--- config.mk ---
export PLATFORM = sky130hd
export DESIGN_NAME = dbell_regbank
export DESIGN_NICKNAME = d
export VERILOG_FILES = /design/src/rtl/dbell_pkg.sv /design/src/rtl/dbell_ctrl.sv /design/src/rtl/dbell_dpath.sv /design/src/rtl/dbell_regbank.sv
export SDC_FILE = /design/constraint.sdc
export NUM_CORES = 1
export LEC_CHECK = 0
export BUFFER_PORTS_ARGS = -buffer_cell sky130_fd_sc_hd__buf_2
export CELL_PAD_IN_SITES_DETAIL_PLACEMENT = 0
export CELL_PAD_IN_SITES_GLOBAL_PLACEMENT = 1
export CORE_ASPECT_RATIO = 1.5
export CORE_MARGIN = 5
export CORE_UTILIZATION = 40
export CTS_BUF_LIST = sky130_fd_sc_hd__clkbuf_4
export DETAILED_ROUTE_END_ITERATION = 8
export PLACE_DENSITY_LB_ADDON = 0.1
export SYNTH_ARGS = -nofsm -noshare
export SYNTH_HDL_FRONTEND = slang
export SYNTH_SLANG_ARGS = --single-unit
--- constraint.sdc ---
create_clock -name clk -period 3.1 [get_ports clk]
set_input_delay 0 -clock clk [delete_from_list [all_inputs] [get_ports clk]]
set_output_delay 0 -clock clk [all_outputs]
set_load 0.1 [all_outputs]
--- src/rtl/dbell_pkg.sv ---
package dbell_pkg;
  localparam logic [5:0] WORD_MASK   = 6'd0;
  localparam logic [5:0] WORD_CAUSE  = 6'd1;
  localparam logic [5:0] WORD_ID     = 6'd2;
  localparam logic [5:0] WORD_BELL   = 6'd3;

  typedef struct packed {
    logic wrMask;
    logic wrCause;
    logic wrBell;
    logic rdMask;
    logic rdCause;
    logic rdId;
  } regStrobe_t;
endpackage

--- src/rtl/dbell_ctrl.sv ---
module dbell_ctrl
  import dbell_pkg::*;
#(
  parameter int ADDR_W = 8
) (
  input  logic              busWrEn,
  input  logic              busRdEn,
  input  logic [ADDR_W-1:0] busAddr,
  output regStrobe_t        strobe
);
  localparam int WORD_W = ADDR_W - 2;

  logic [WORD_W-1:0] wordIdx;
  logic              rdAligned;
  logic [WORD_W-1:0] maskIdx, causeIdx, idIdx, bellIdx;

  assign maskIdx  = WORD_W'(WORD_MASK);
  assign causeIdx = WORD_W'(WORD_CAUSE);
  assign idIdx    = WORD_W'(WORD_ID);
  assign bellIdx  = WORD_W'(WORD_BELL);

  // writes drop the byte lane bits, reads need them zero
  assign wordIdx   = busAddr[ADDR_W-1:2];
  assign rdAligned = (busAddr[1:0] == 2'b00);

  always_comb begin
    strobe = '0;
    if (busWrEn) begin
      strobe.wrMask  = (wordIdx == maskIdx);
      strobe.wrCause = (wordIdx == causeIdx);
      strobe.wrBell  = (wordIdx == bellIdx);
    end
    if (busRdEn && rdAligned) begin
      strobe.rdMask  = (wordIdx == maskIdx);
      strobe.rdCause = (wordIdx == causeIdx);
      strobe.rdId    = (wordIdx == idIdx);
    end
  end
endmodule

--- src/rtl/dbell_dpath.sv ---
module dbell_dpath
  import dbell_pkg::*;
#(
  parameter int PEER_MAX = 16,
  parameter int PEER_W   = 4,
  parameter int CNT_W    = 9,
  parameter int ID_W     = 16
) (
  input  logic              clk,
  input  logic              rstN,
  input  regStrobe_t        strobe,
  input  logic              busRdEn,
  input  logic [31:0]       busWrData,
  input  logic [ID_W-1:0]   localId,
  input  logic              msiMode,
  input  logic              pinPresent,
  input  logic              localEvent,
  input  logic              tblWrEn,
  input  logic [PEER_W-1:0] tblWrPeer,
  input  logic [CNT_W-1:0]  tblWrCnt,
  output logic [31:0]       busRdData,
  output logic              busRdValid,
  output logic              irqLevel,
  output logic              notifyValid,
  output logic [15:0]       notifyPeer,
  output logic [7:0]        notifyVec
);
  localparam logic [15:0] PEER_LIM = 16'(PEER_MAX);

  logic [31:0] maskQ, causeQ, causeNext;
  logic [CNT_W-1:0] cntTable [PEER_MAX];

  // peer vector count table, one register per entry
  for (genvar p = 0; p < PEER_MAX; p++) begin : g_peer
    always_ff @(posedge clk) begin
      if (!rstN) begin
        cntTable[p] <= '0;
      end else if (tblWrEn && (tblWrPeer == PEER_W'(p))) begin
        cntTable[p] <= tblWrCnt;
      end
    end
  end

  // cause word: bus write, then local event, then clearing read
  always_comb begin
    causeNext = causeQ;
    if (strobe.wrCause) begin
      causeNext = busWrData;
    end else if (localEvent) begin
      causeNext = 32'd1;
    end else if (strobe.rdCause) begin
      causeNext = '0;
    end
  end

  always_ff @(posedge clk) begin
    if (!rstN) begin
      maskQ  <= '0;
      causeQ <= '0;
    end else begin
      if (strobe.wrMask) maskQ <= busWrData;
      causeQ <= causeNext;
    end
  end

  // read path, one register stage
  logic [31:0] rdMux;
  always_comb begin
    rdMux = '0;
    if (strobe.rdMask)  rdMux = maskQ;
    if (strobe.rdCause) rdMux = causeQ;
    if (strobe.rdId)    rdMux = 32'(localId);
  end

  always_ff @(posedge clk) begin
    if (!rstN) begin
      busRdData  <= '0;
      busRdValid <= 1'b0;
    end else begin
      busRdValid <= busRdEn;
      busRdData  <= busRdEn ? rdMux : '0;
    end
  end

  // doorbell validation
  logic [15:0]      bellPeer;
  logic [7:0]       bellVec;
  logic             peerInRange, bellOk;
  logic [CNT_W-1:0] peerCnt;

  assign bellPeer    = busWrData[31:16];
  assign bellVec     = busWrData[7:0];
  assign peerInRange = (bellPeer < PEER_LIM);
  assign peerCnt     = peerInRange ? cntTable[bellPeer[PEER_W-1:0]] : '0;
  assign bellOk      = strobe.wrBell && peerInRange &&
                       (CNT_W'(bellVec) < peerCnt);

  always_ff @(posedge clk) begin
    if (!rstN) begin
      notifyValid <= 1'b0;
      notifyPeer  <= '0;
      notifyVec   <= '0;
    end else begin
      notifyValid <= bellOk;
      if (bellOk) begin
        notifyPeer <= bellPeer;
        notifyVec  <= bellVec;
      end
    end
  end

  assign irqLevel = (|(causeQ & maskQ)) && pinPresent && !msiMode;
endmodule

--- src/rtl/dbell_regbank.sv ---
module dbell_regbank
  import dbell_pkg::*;
#(
  parameter int PEER_MAX = 16,
  parameter int ADDR_W   = 8,
  parameter int ID_W     = 16,
  parameter int PEER_W   = (PEER_MAX > 1) ? $clog2(PEER_MAX) : 1,
  parameter int CNT_W    = 9
) (
  input  logic              clk,
  input  logic              rstN,
  input  logic              busWrEn,
  input  logic              busRdEn,
  input  logic [ADDR_W-1:0] busAddr,
  input  logic [31:0]       busWrData,
  output logic [31:0]       busRdData,
  output logic              busRdValid,
  input  logic [ID_W-1:0]   localId,
  input  logic              msiMode,
  input  logic              pinPresent,
  input  logic              localEvent,
  input  logic              tblWrEn,
  input  logic [PEER_W-1:0] tblWrPeer,
  input  logic [CNT_W-1:0]  tblWrCnt,
  output logic              irqLevel,
  output logic              notifyValid,
  output logic [15:0]       notifyPeer,
  output logic [7:0]        notifyVec
);
  regStrobe_t strobe;

  dbell_ctrl #(.ADDR_W(ADDR_W)) u_ctrl (
    .busWrEn (busWrEn),
    .busRdEn (busRdEn),
    .busAddr (busAddr),
    .strobe  (strobe)
  );

  dbell_dpath #(
    .PEER_MAX(PEER_MAX), .PEER_W(PEER_W), .CNT_W(CNT_W), .ID_W(ID_W)
  ) u_dpath (
    .clk         (clk),
    .rstN        (rstN),
    .strobe      (strobe),
    .busRdEn     (busRdEn),
    .busWrData   (busWrData),
    .localId     (localId),
    .msiMode     (msiMode),
    .pinPresent  (pinPresent),
    .localEvent  (localEvent),
    .tblWrEn     (tblWrEn),
    .tblWrPeer   (tblWrPeer),
    .tblWrCnt    (tblWrCnt),
    .busRdData   (busRdData),
    .busRdValid  (busRdValid),
    .irqLevel    (irqLevel),
    .notifyValid (notifyValid),
    .notifyPeer  (notifyPeer),
    .notifyVec   (notifyVec)
  );
endmodule

==> results of run 1 <==
## power groups by stage
stage                     sequential, mW  combinational, mW  clock (mW)
final                               3.86              0.575        3.06
after CTS                           3.87              0.584        3.16
after global routing                3.87              0.617        3.35
after global placement              3.94              0.511           0
after detailed placement            3.94              0.512           0
after floorplan                     3.93              0.271           0
## per-stage QoR
step	instance area, um2	power [mW]
global placement	12390	4.451
finish	14640	7.496
floorplan	11230	4.200
CTS	14620	7.609
global route	14640	7.836
detailed placement	12390	4.456
## registers in the layout, indices dropped and copies added (netlist names)
| name | count |
|---|---|
| u_dpath.busRdData | 32 |
| u_dpath.busRdValid | 1 |
| u_dpath.causeQ | 32 |
| u_dpath.cntTable | 144 |
| u_dpath.maskQ | 32 |
| u_dpath.notifyPeer | 16 |
| u_dpath.notifyValid | 1 |
| u_dpath.notifyVec | 8 |
## cells in the mapped netlist, drive strengths merged
master        number
ha                 7
o21a               1
clkinv             1
nor2b              1
and4               1
a32oi              1
inv                4
a222oi            16
nand2b             5
dlymetal6s2s       1
nand4              6
a21oi             47
o2111ai            2
or2                5
or3b               1
mux4              41
mux2i             11
nor3b              2
nand2             75
o2111a             1
a311oi             1
and2             144
a22oi             55
buf               13
o21ai             31
a221oi             5
nor2              89
nor4               4
nand3b             4
dlygate4sd3        2
nor3               2
a22o               4
dfxtp            122
clkbuf            46
and3              14
nand3             16
edfxtp           144
## final cells by class
type / count / area share
clock buffer: 102 / 0.05231
tap: 346 / 0.02958
antenna: 1 / 0.0001710
clock inverter: 14 / 0.007351
timing repair buffer: 314 / 0.1648
sequential: 266 / 0.4623
inverter: 5 / 0.001282
multi-input combinational: 592 / 0.2822
## final timing paths
check,endpoint,slack (ns)
max reg2reg,u_dpath.notifyPeer[10],0.12
min reg2reg,u_dpath.notifyPeer[2],0.46
max,u_dpath.notifyPeer[10],0.12
min,u_dpath.cntTable[2][8],0.07
## timing repair
action	4_1_cts	5_1_grt
setup endpoints to repair	12	24
resized for setup	0	3
hold buffers	134	0
hold endpoints to repair	283	0
pin swaps	1	6
buffers inserted	2	0
## worst reg2reg max path: stages, from the launching register on
cell and delay, ns:
sky130_fd_sc_hd__edfxtp_1 0.36, sky130_fd_sc_hd__mux4_2 0.49, sky130_fd_sc_hd__mux4_2 0.50, sky130_fd_sc_hd__nand2_1 0.09
sky130_fd_sc_hd__ha_1 0.24, sky130_fd_sc_hd__a21oi_2 0.12, sky130_fd_sc_hd__o2111ai_1 0.13, sky130_fd_sc_hd__a311oi_2 0.23
sky130_fd_sc_hd__o2111a_2 0.31, sky130_fd_sc_hd__nor2_2 0.05, sky130_fd_sc_hd__buf_6 0.15, sky130_fd_sc_hd__and3_1 0.18
## metal layers
| metal | vias up | wire length, um |
|---|---|---|
| met3 | 56 | 1642 |
| met5 | - | 0 |
| li1 | 4076 | - |
| met1 | 4218 | 12700 |
| met4 | 0 | 828 |
| met2 | 251 | 19750 |
## logic make-up (layout without fill, tap and decap cells)
family / Yosys count / count (layout)
buf+inv: 67 / 435
fa+ha+maj: 7 / 7
compound gates: 164 / 164
simple gates: 369 / 369
flops: 266 / 266
other cells: 0 / 1
mux: 52 / 52
==> impl.org, run 1 <==
** Floorplanning
- Num ports :: 136
- Row cnt :: 75
- The floorplan step set the die width to 146.8 um.
- Core Footprint :: 27870 um2
- Initial core utilization :: 0.4030
- In this run the vertical extent of the chip is ~220 um.
- The floorplan step defined a die boundary enclosing between 30000 and 40000 um2.

** Power and ir drop
- Summed over all nets, the switching power comes to 1.740 mW.
- Of the total power, registers draw 0.516.
- The share of total power dissipated in combinational logic is 0.077.
- The worst-case IR drop observed on VDD is 247.6 uV.
- Of the total power, the clock network draws 0.408.
- Switching Share :: 0.2321
- The internal power of the cells totals 5.756 mW.
- Leakage power summed over all cells :: 5.633 nW
- Power spread over the standard cell area amounts to 512.1 nW/um2.

** Layout
- In the final layout, the share of cells above drive strength 1 is 0.2653.
- Final Core Density :: 0.5252
- The sequential cells in the finished layout cover a total of 6766 um2.
- Most frequent cells in the layout :: sky130_fd_sc_hd__and2_1 (144), sky130_fd_sc_hd__edfxtp_1 (144), sky130_fd_sc_hd__buf_2 (135)
- Filler-free cell count of the finished design :: 1640
- Fillers :: roughly 2600
- Final layout net count :: roughly 1300
- Relative to the synthesized area, the layout overhead comes to 30.34%.
- Summing all multi-input logic gate instances after layout gives 4131 um2.

** GRT
- Summed over all layers, the global routing overflow is 0.
- The number of global-route vias before repair was 9201.
- The first global-routing pass estimated 53750 um of wire.
- M3 GR Usage :: 0.04088
- The initial antenna violation count came to 1.
- Pin count of the biggest net entering global routing :: 78
- met2 is the most crowded layer.
- For met2 alone, demand over resource in global routing was 0.4351.
- Met1 layer usage reported by global route :: 0.2351
- Across every metal layer, demand over resource in global routing totals 0.2222.

** Setup path
- Arrival @ worst endpoint :: approximately 3.5 ns
- The critical path runs through a total of 11 cells.
- Data on the critical path is required at its endpoint by roughly 3.6 ns.
- Most prevalent standard cell on the critical path :: sky130_fd_sc_hd__mux4_2
- On the worst path, the slowest cell contributes a delay of 0.50 ns.
- The worst register-to-register path begins at u_dpath.cntTable[15][6].
- Grouping stages by cell kind, the critical path spends the most delay in multiplexers.
- Crit path max fanout :: 13
- In this run the worst setup path begins at u_dpath.cntTable[15][6].
- Measured in cells, the most critical reg-to-reg path has a length of 11.
- On the critical path, the stage with the largest delay is an instance of sky130_fd_sc_hd__mux4_2.
- The critical path is of the flop to flop type.
- The critical path goes through mux4_2 -> mux4_2 -> nand2_1 -> ha_1 -> a21oi_2 -> o2111ai_1 -> a311oi_2 -> o2111a_2 -> nor2_2 -> buf_6 -> and3_1.
- Buf/Inv on CP :: 1
- The worst setup path is captured at a flop.
- Sort of element at the start of the critical path :: flop

** CTS
- Clock tree synthesis inserted a total of 69 buffers.
- For the worst-skew pair, the clock arrives at the later sink with an insertion delay of 0.68 ns.
- The cell sitting at the root of the clock tree is a sky130_fd_sc_hd__clkbuf_4.
- Number of H-tree levels :: 3
- Clock transition time at the flip-flop clock pins of the worst setup and hold paths :: 0.07 ns
- Counting every sink on the clock net gives 266.
- CTS tree :: done
- Maximum buffer depth of the clock tree :: 3

** Synth
- Biggest area consumer among synthesized cells :: sky130_fd_sc_hd__edfxtp_1
- Synthesis produced a little over 900 cells.
- The share of the Yosys chip area taken by registers is 0.6025.
- Of the total synthesized cell area, the portion taken by full adders, half adders and majority gates is 0.007799.
- Number of synthesized register bits :: between 200 and 300
- Number of warnings reported in the yosys synthesis log :: 0
- After synthesis, the cell types taking the most area are sky130_fd_sc_hd__edfxtp_1 (39%), sky130_fd_sc_hd__dfxtp_1 (22%), sky130_fd_sc_hd__mux4_2 (8.2%), sky130_fd_sc_hd__and2_1 (8.0%), sky130_fd_sc_hd__a22oi_1 (3.7%).
- Synth cell types :: 43
- Averaged over all synthesized cells, the footprint is 12.14 um2.
- Of the total synthesized cell area, the portion taken by XOR and XNOR cells is 0.
- The synthesized-area fraction occupied by ao, oa, aoi and oai cells came to 0.09826.
- Share of synthesized cell area in and, or, nand and nor gates :: 0.1683
- Synthesized Nets :: 1009
- Dominant combinational cell family by area after synthesis :: simple AND/OR/NAND/NOR gates
- After synthesis the cells add up to 11230 um2.
- Of the post-synthesis cell area, the dominant cell type holds 0.3850.
- The portion of synthesized area spent on multiplexers is 0.09202.

** Timing
- Number of max-slew violations in the final report :: 0
- The tightest hold path in the finished design has a slack of 0.07388 ns.
- Based on the critical path, the design can be clocked at up to 335.2 MHz.
- Setup repair after global routing left no endpoint under its margin.
- Between clock sinks in the finished design, the worst skew comes to roughly 0.045 ns.
- Number of failing hold endpoints at the final stage :: 0
- The worst pin sits at a relative slew slack of 0.2959.
- The worst path needs around 3.0 ns of the cycle, external delays included.
- Transition at the pin with the smallest max-transition slack :: around 1.0 ns
- Once routing completed, OpenROAD measured the worst setup slack at 0.1171 ns.
- Portion of the clock cycle consumed by the worst path in the final layout :: 0.9622
- Final number of setup-violating endpoints :: 0
- In the final timing run, aggregate negative setup slack is 0 ns.

** Detailed routing
- The routed design has around 35000 um of wire.
- Once detail routing completed, the nets flagged for antenna violations numbered 0.
- Detailed-route via count :: around 8600
- After detailed routing, the average wire length per cell comes to 21.30 um.
- The pre-antenna-repair detailed-routing pass consisted of 4 iterations.
- Number of DRC markers after the initial detailed-route iteration :: 569
- For this run, design rule violations remaining after detail routing come to 0.
- Dividing the detail-routed via count by the number of cells gives 5.245.

** Worst hold path
- Hold crit path type :: primary input to flop
- Hold path cells :: 4
- Launch point of the worst hold path :: tblWrPeer[2]

** Place
- Once placement completed, the tool counted placed cells totaling 1387.
- Routability-driven placement finished with a final weighted congestion of 0.8034.
- At the placement stage, the worst setup path has a slack of 0.006723 ns.
- IO buf count :: approximately 140
- Detailed placement finished with a half-perimeter wire length of 23430 um.

** Status
- Result of the run :: completed

** Flow run
- Max-cap violation count :: 0
Note: power is estimated with default switching activity, not from simulation.
==> inputs of run 2 (changes only) <==
- clock period: 3.1 -> 3.5 ns (I/O delays scaled with it)
==> impl.org, run 2 (synthesis gave the netlist of run 1 again) <==
** Layout
- Final Core Density :: 0.5103
- Filler-free cell count of the finished design :: roughly 1600
- Area growth from synthesis to final layout :: 26.64%
- In the final layout, the share of cells above drive strength 1 is 0.2492.
- For this run, the post-layout net count is approximately 1300.
- The top cell types in the final layout, fill and taps aside, are sky130_fd_sc_hd__and2_1 (144), sky130_fd_sc_hd__edfxtp_1 (144), sky130_fd_sc_hd__buf_2 (135).
- u_dpath.cntTable holds more flip-flops than any other register.
- The register with the most flip-flops in the layout has about 140 of them.
- The filler cells instantiated in the layout total 2581.
- Final Instance Area :: ~14000 um2

** Place
- Once placement finished, the instance area stood at 12190 um2.
- Post-DP HPWL :: 23080 um
- The count of buffers added on input and output ports is 135.
- DP Cell Count :: 1362
- Gpl congestion :: ~0.8

** Timing
- For the pin with the worst max-slew slack, the measured transition is 1.154 ns.
- For the final database, setup skew stands at between 0.02 and 0.03 ns.
- The final count of hold timing violations was 0.
- Setup repair after global routing left no endpoint under its margin.
- Number of max-slew violations in the final report :: 0
- In the finished design, the share of the clock period the worst path needs comes to 0.8987.
- Worst max-slew margin expressed relative to the limit :: 0.2258
- Final number of setup-violating endpoints :: 0
- Subtracting the final worst setup slack from the clock period gives between 3 and 4 ns.
- Derived from the worst setup path, the maximum achievable clock frequency is 317.9 MHz.
- In the final timing run, aggregate negative setup slack is 0 ns.

** Detailed routing
- Number of DRC markers after the initial detailed-route iteration :: roughly 550
- Final wirelength :: 34710 um
- The final route contains 8440 vias.
- The first detailed-routing pass took 8 iterations.
- Dividing the detail-routed wire length by the instance count gives 21.76 um.
- Post-route DRC :: 0
- Using the TritonRoute via totals, the vias-per-cell ratio works out to 5.292.
- Remaining number of nets flagged by the antenna check after routing :: 0

** Floorplanning
- Die boundary height :: approximately 220 um
- Initial core utilization :: 0.4030
- Measured along the x axis, the die boundary spans 146.8 um.
- Row generation in the floorplan step produced 75 rows.
- The die covers about 32000 um2.
- In this run the standard cell core region covers between 20000 and 30000 um2.
- For this design the top-level I/O count stands at 136.

** GRT
- Aggregate global routing overflow :: 0
- Entering global routing, the biggest net connects 78 pins.
- Total track usage :: 0.2191
- Number of antenna violations at the first check in global routing :: 1
- Global-route wire length before repair :: 52940 um
- Via count of the first global-routing pass :: 8926

** Power and ir drop
- Summed over all cells, the static leakage comes to ~5.4 nW.
- Power spread over the standard cell area amounts to 458.0 nW/um2.
- IR analysis of the VDD net gives a maximum drop of 260.1 uV.
- Total power for the finished layout comes to between 6 and 7 mW.

** CTS
- TritonCTS Buffers :: 69
- The number of setup buffers added after CTS is 0.
- In this run the deepest clock path goes through 3 buffers.
- The clock reaches the later pin of the worst-skew pair after between 0.6 and 0.7 ns.
- Library cell used as clock root buffer :: sky130_fd_sc_hd__clkbuf_4
- Number of H-tree levels :: 3
- Clock-pin slew was measured on the worst setup and hold paths at 0.07 ns.
- Counting every sink on the clock net gives around 270.
- CTS tree :: done

** Worst hold path
- The worst hold path passes through 4 cells.
- The tightest min-delay check is of the primary input to flop type.

** Setup path
- Worst Path Required :: a little over 4 ns
- Category of the critical setup timing path :: flop to flop
- Arrival @ worst endpoint :: ~3.7 ns
- Sort of element at the end of the critical path :: flop
- The worst setup path is launched from a flop.
- Reg2Reg Depth :: 10
- Crit path max fanout :: 13

** Flow run
- Across the run, the number of max-cap violations was 0.

** Status
- The run finished with clean final reports.
[run 2: cell types whose count changed in the layout (fill, tap and decap cells not counted), sizes merged]
cell | before | now
buf | 180 | 153
bufinv | 2 | 1
clkbuf | 102 | 99
clkinv | 10 | 7
dlygate4sd3 | 134 | 121
inv | 7 | 9
[run 2: final cells by class]
type | count | area, um2 | share of cell area
timing repair buffer | 274 | 2059 | 0.1448
sequential | 266 | 6766 | 0.4758
tap | 346 | 432.9 | 0.03044
multi-input combinational | 592 | 4128 | 0.2902
clock inverter | 12 | 71.32 | 0.005015
clock buffer | 99 | 743.2 | 0.05226
antenna | 1 | 2.502 | 0.0001759
inverter | 5 | 18.77 | 0.001320
[run 2: repair_timing]
item,in CTS,in global routing
resized for setup,0,0
endpoints found under the hold margin,264,0
hold buffers,121,0
[run 2: layer usage]
layer / wire length, um / global-route usage / up-vias
met5: 0 / 0 / -
met2: 19580 / 0.4207 / 254
li1: - / - / 3998
met4: 834 / 0.07815 / 0
met1: 12610 / 0.2362 / 4126
met3: 1678 / 0.04109 / 62
[run 2: where the power goes]
group | internal [mW] | switching, mW | total, mW
sequential | 3.39 | 0.0322 | 3.42
clock | 1.36 | 1.24 | 2.60
combinational | 0.213 | 0.280 | 0.492
total | 4.96 | 1.55 | 6.51
[run 2: worst max-delay path, stage by stage, from the launching register on]
cell                        delay [ns]
sky130_fd_sc_hd__edfxtp_1         0.37
sky130_fd_sc_hd__mux4_2           0.49
sky130_fd_sc_hd__mux4_2           0.49
sky130_fd_sc_hd__nand2_1          0.09
sky130_fd_sc_hd__ha_1             0.24
sky130_fd_sc_hd__a21oi_1          0.15
sky130_fd_sc_hd__o2111ai_1        0.14
sky130_fd_sc_hd__a311oi_2         0.30
sky130_fd_sc_hd__o2111a_2         0.40
sky130_fd_sc_hd__nor2_2           0.14
sky130_fd_sc_hd__and3_1           0.21
[run 2: path summary, 6_finish.rpt]
path,from,endpoint,slack [ns]
max,u_dpath.cntTable[15][6],u_dpath.notifyPeer[5],0.35
min,localId[3],u_dpath.busRdData[3],0.13
max reg2reg,u_dpath.cntTable[15][6],u_dpath.notifyPeer[5],0.35
min reg2reg,u_dpath.notifyVec[0],u_dpath.notifyVec[0],0.46
[run 2: per-stage QoR]
step	setup slack, ns	hold slack [ns]
3_3_place_gp	0.3295	0.2572
2_1_floorplan	0.5806	0.1360
5_1_grt	0.2048	0.08088
3_5_place_dp	0.3142	0.2604
4_1_cts	0.3675	0.04077
6_report	0.3544	0.1328
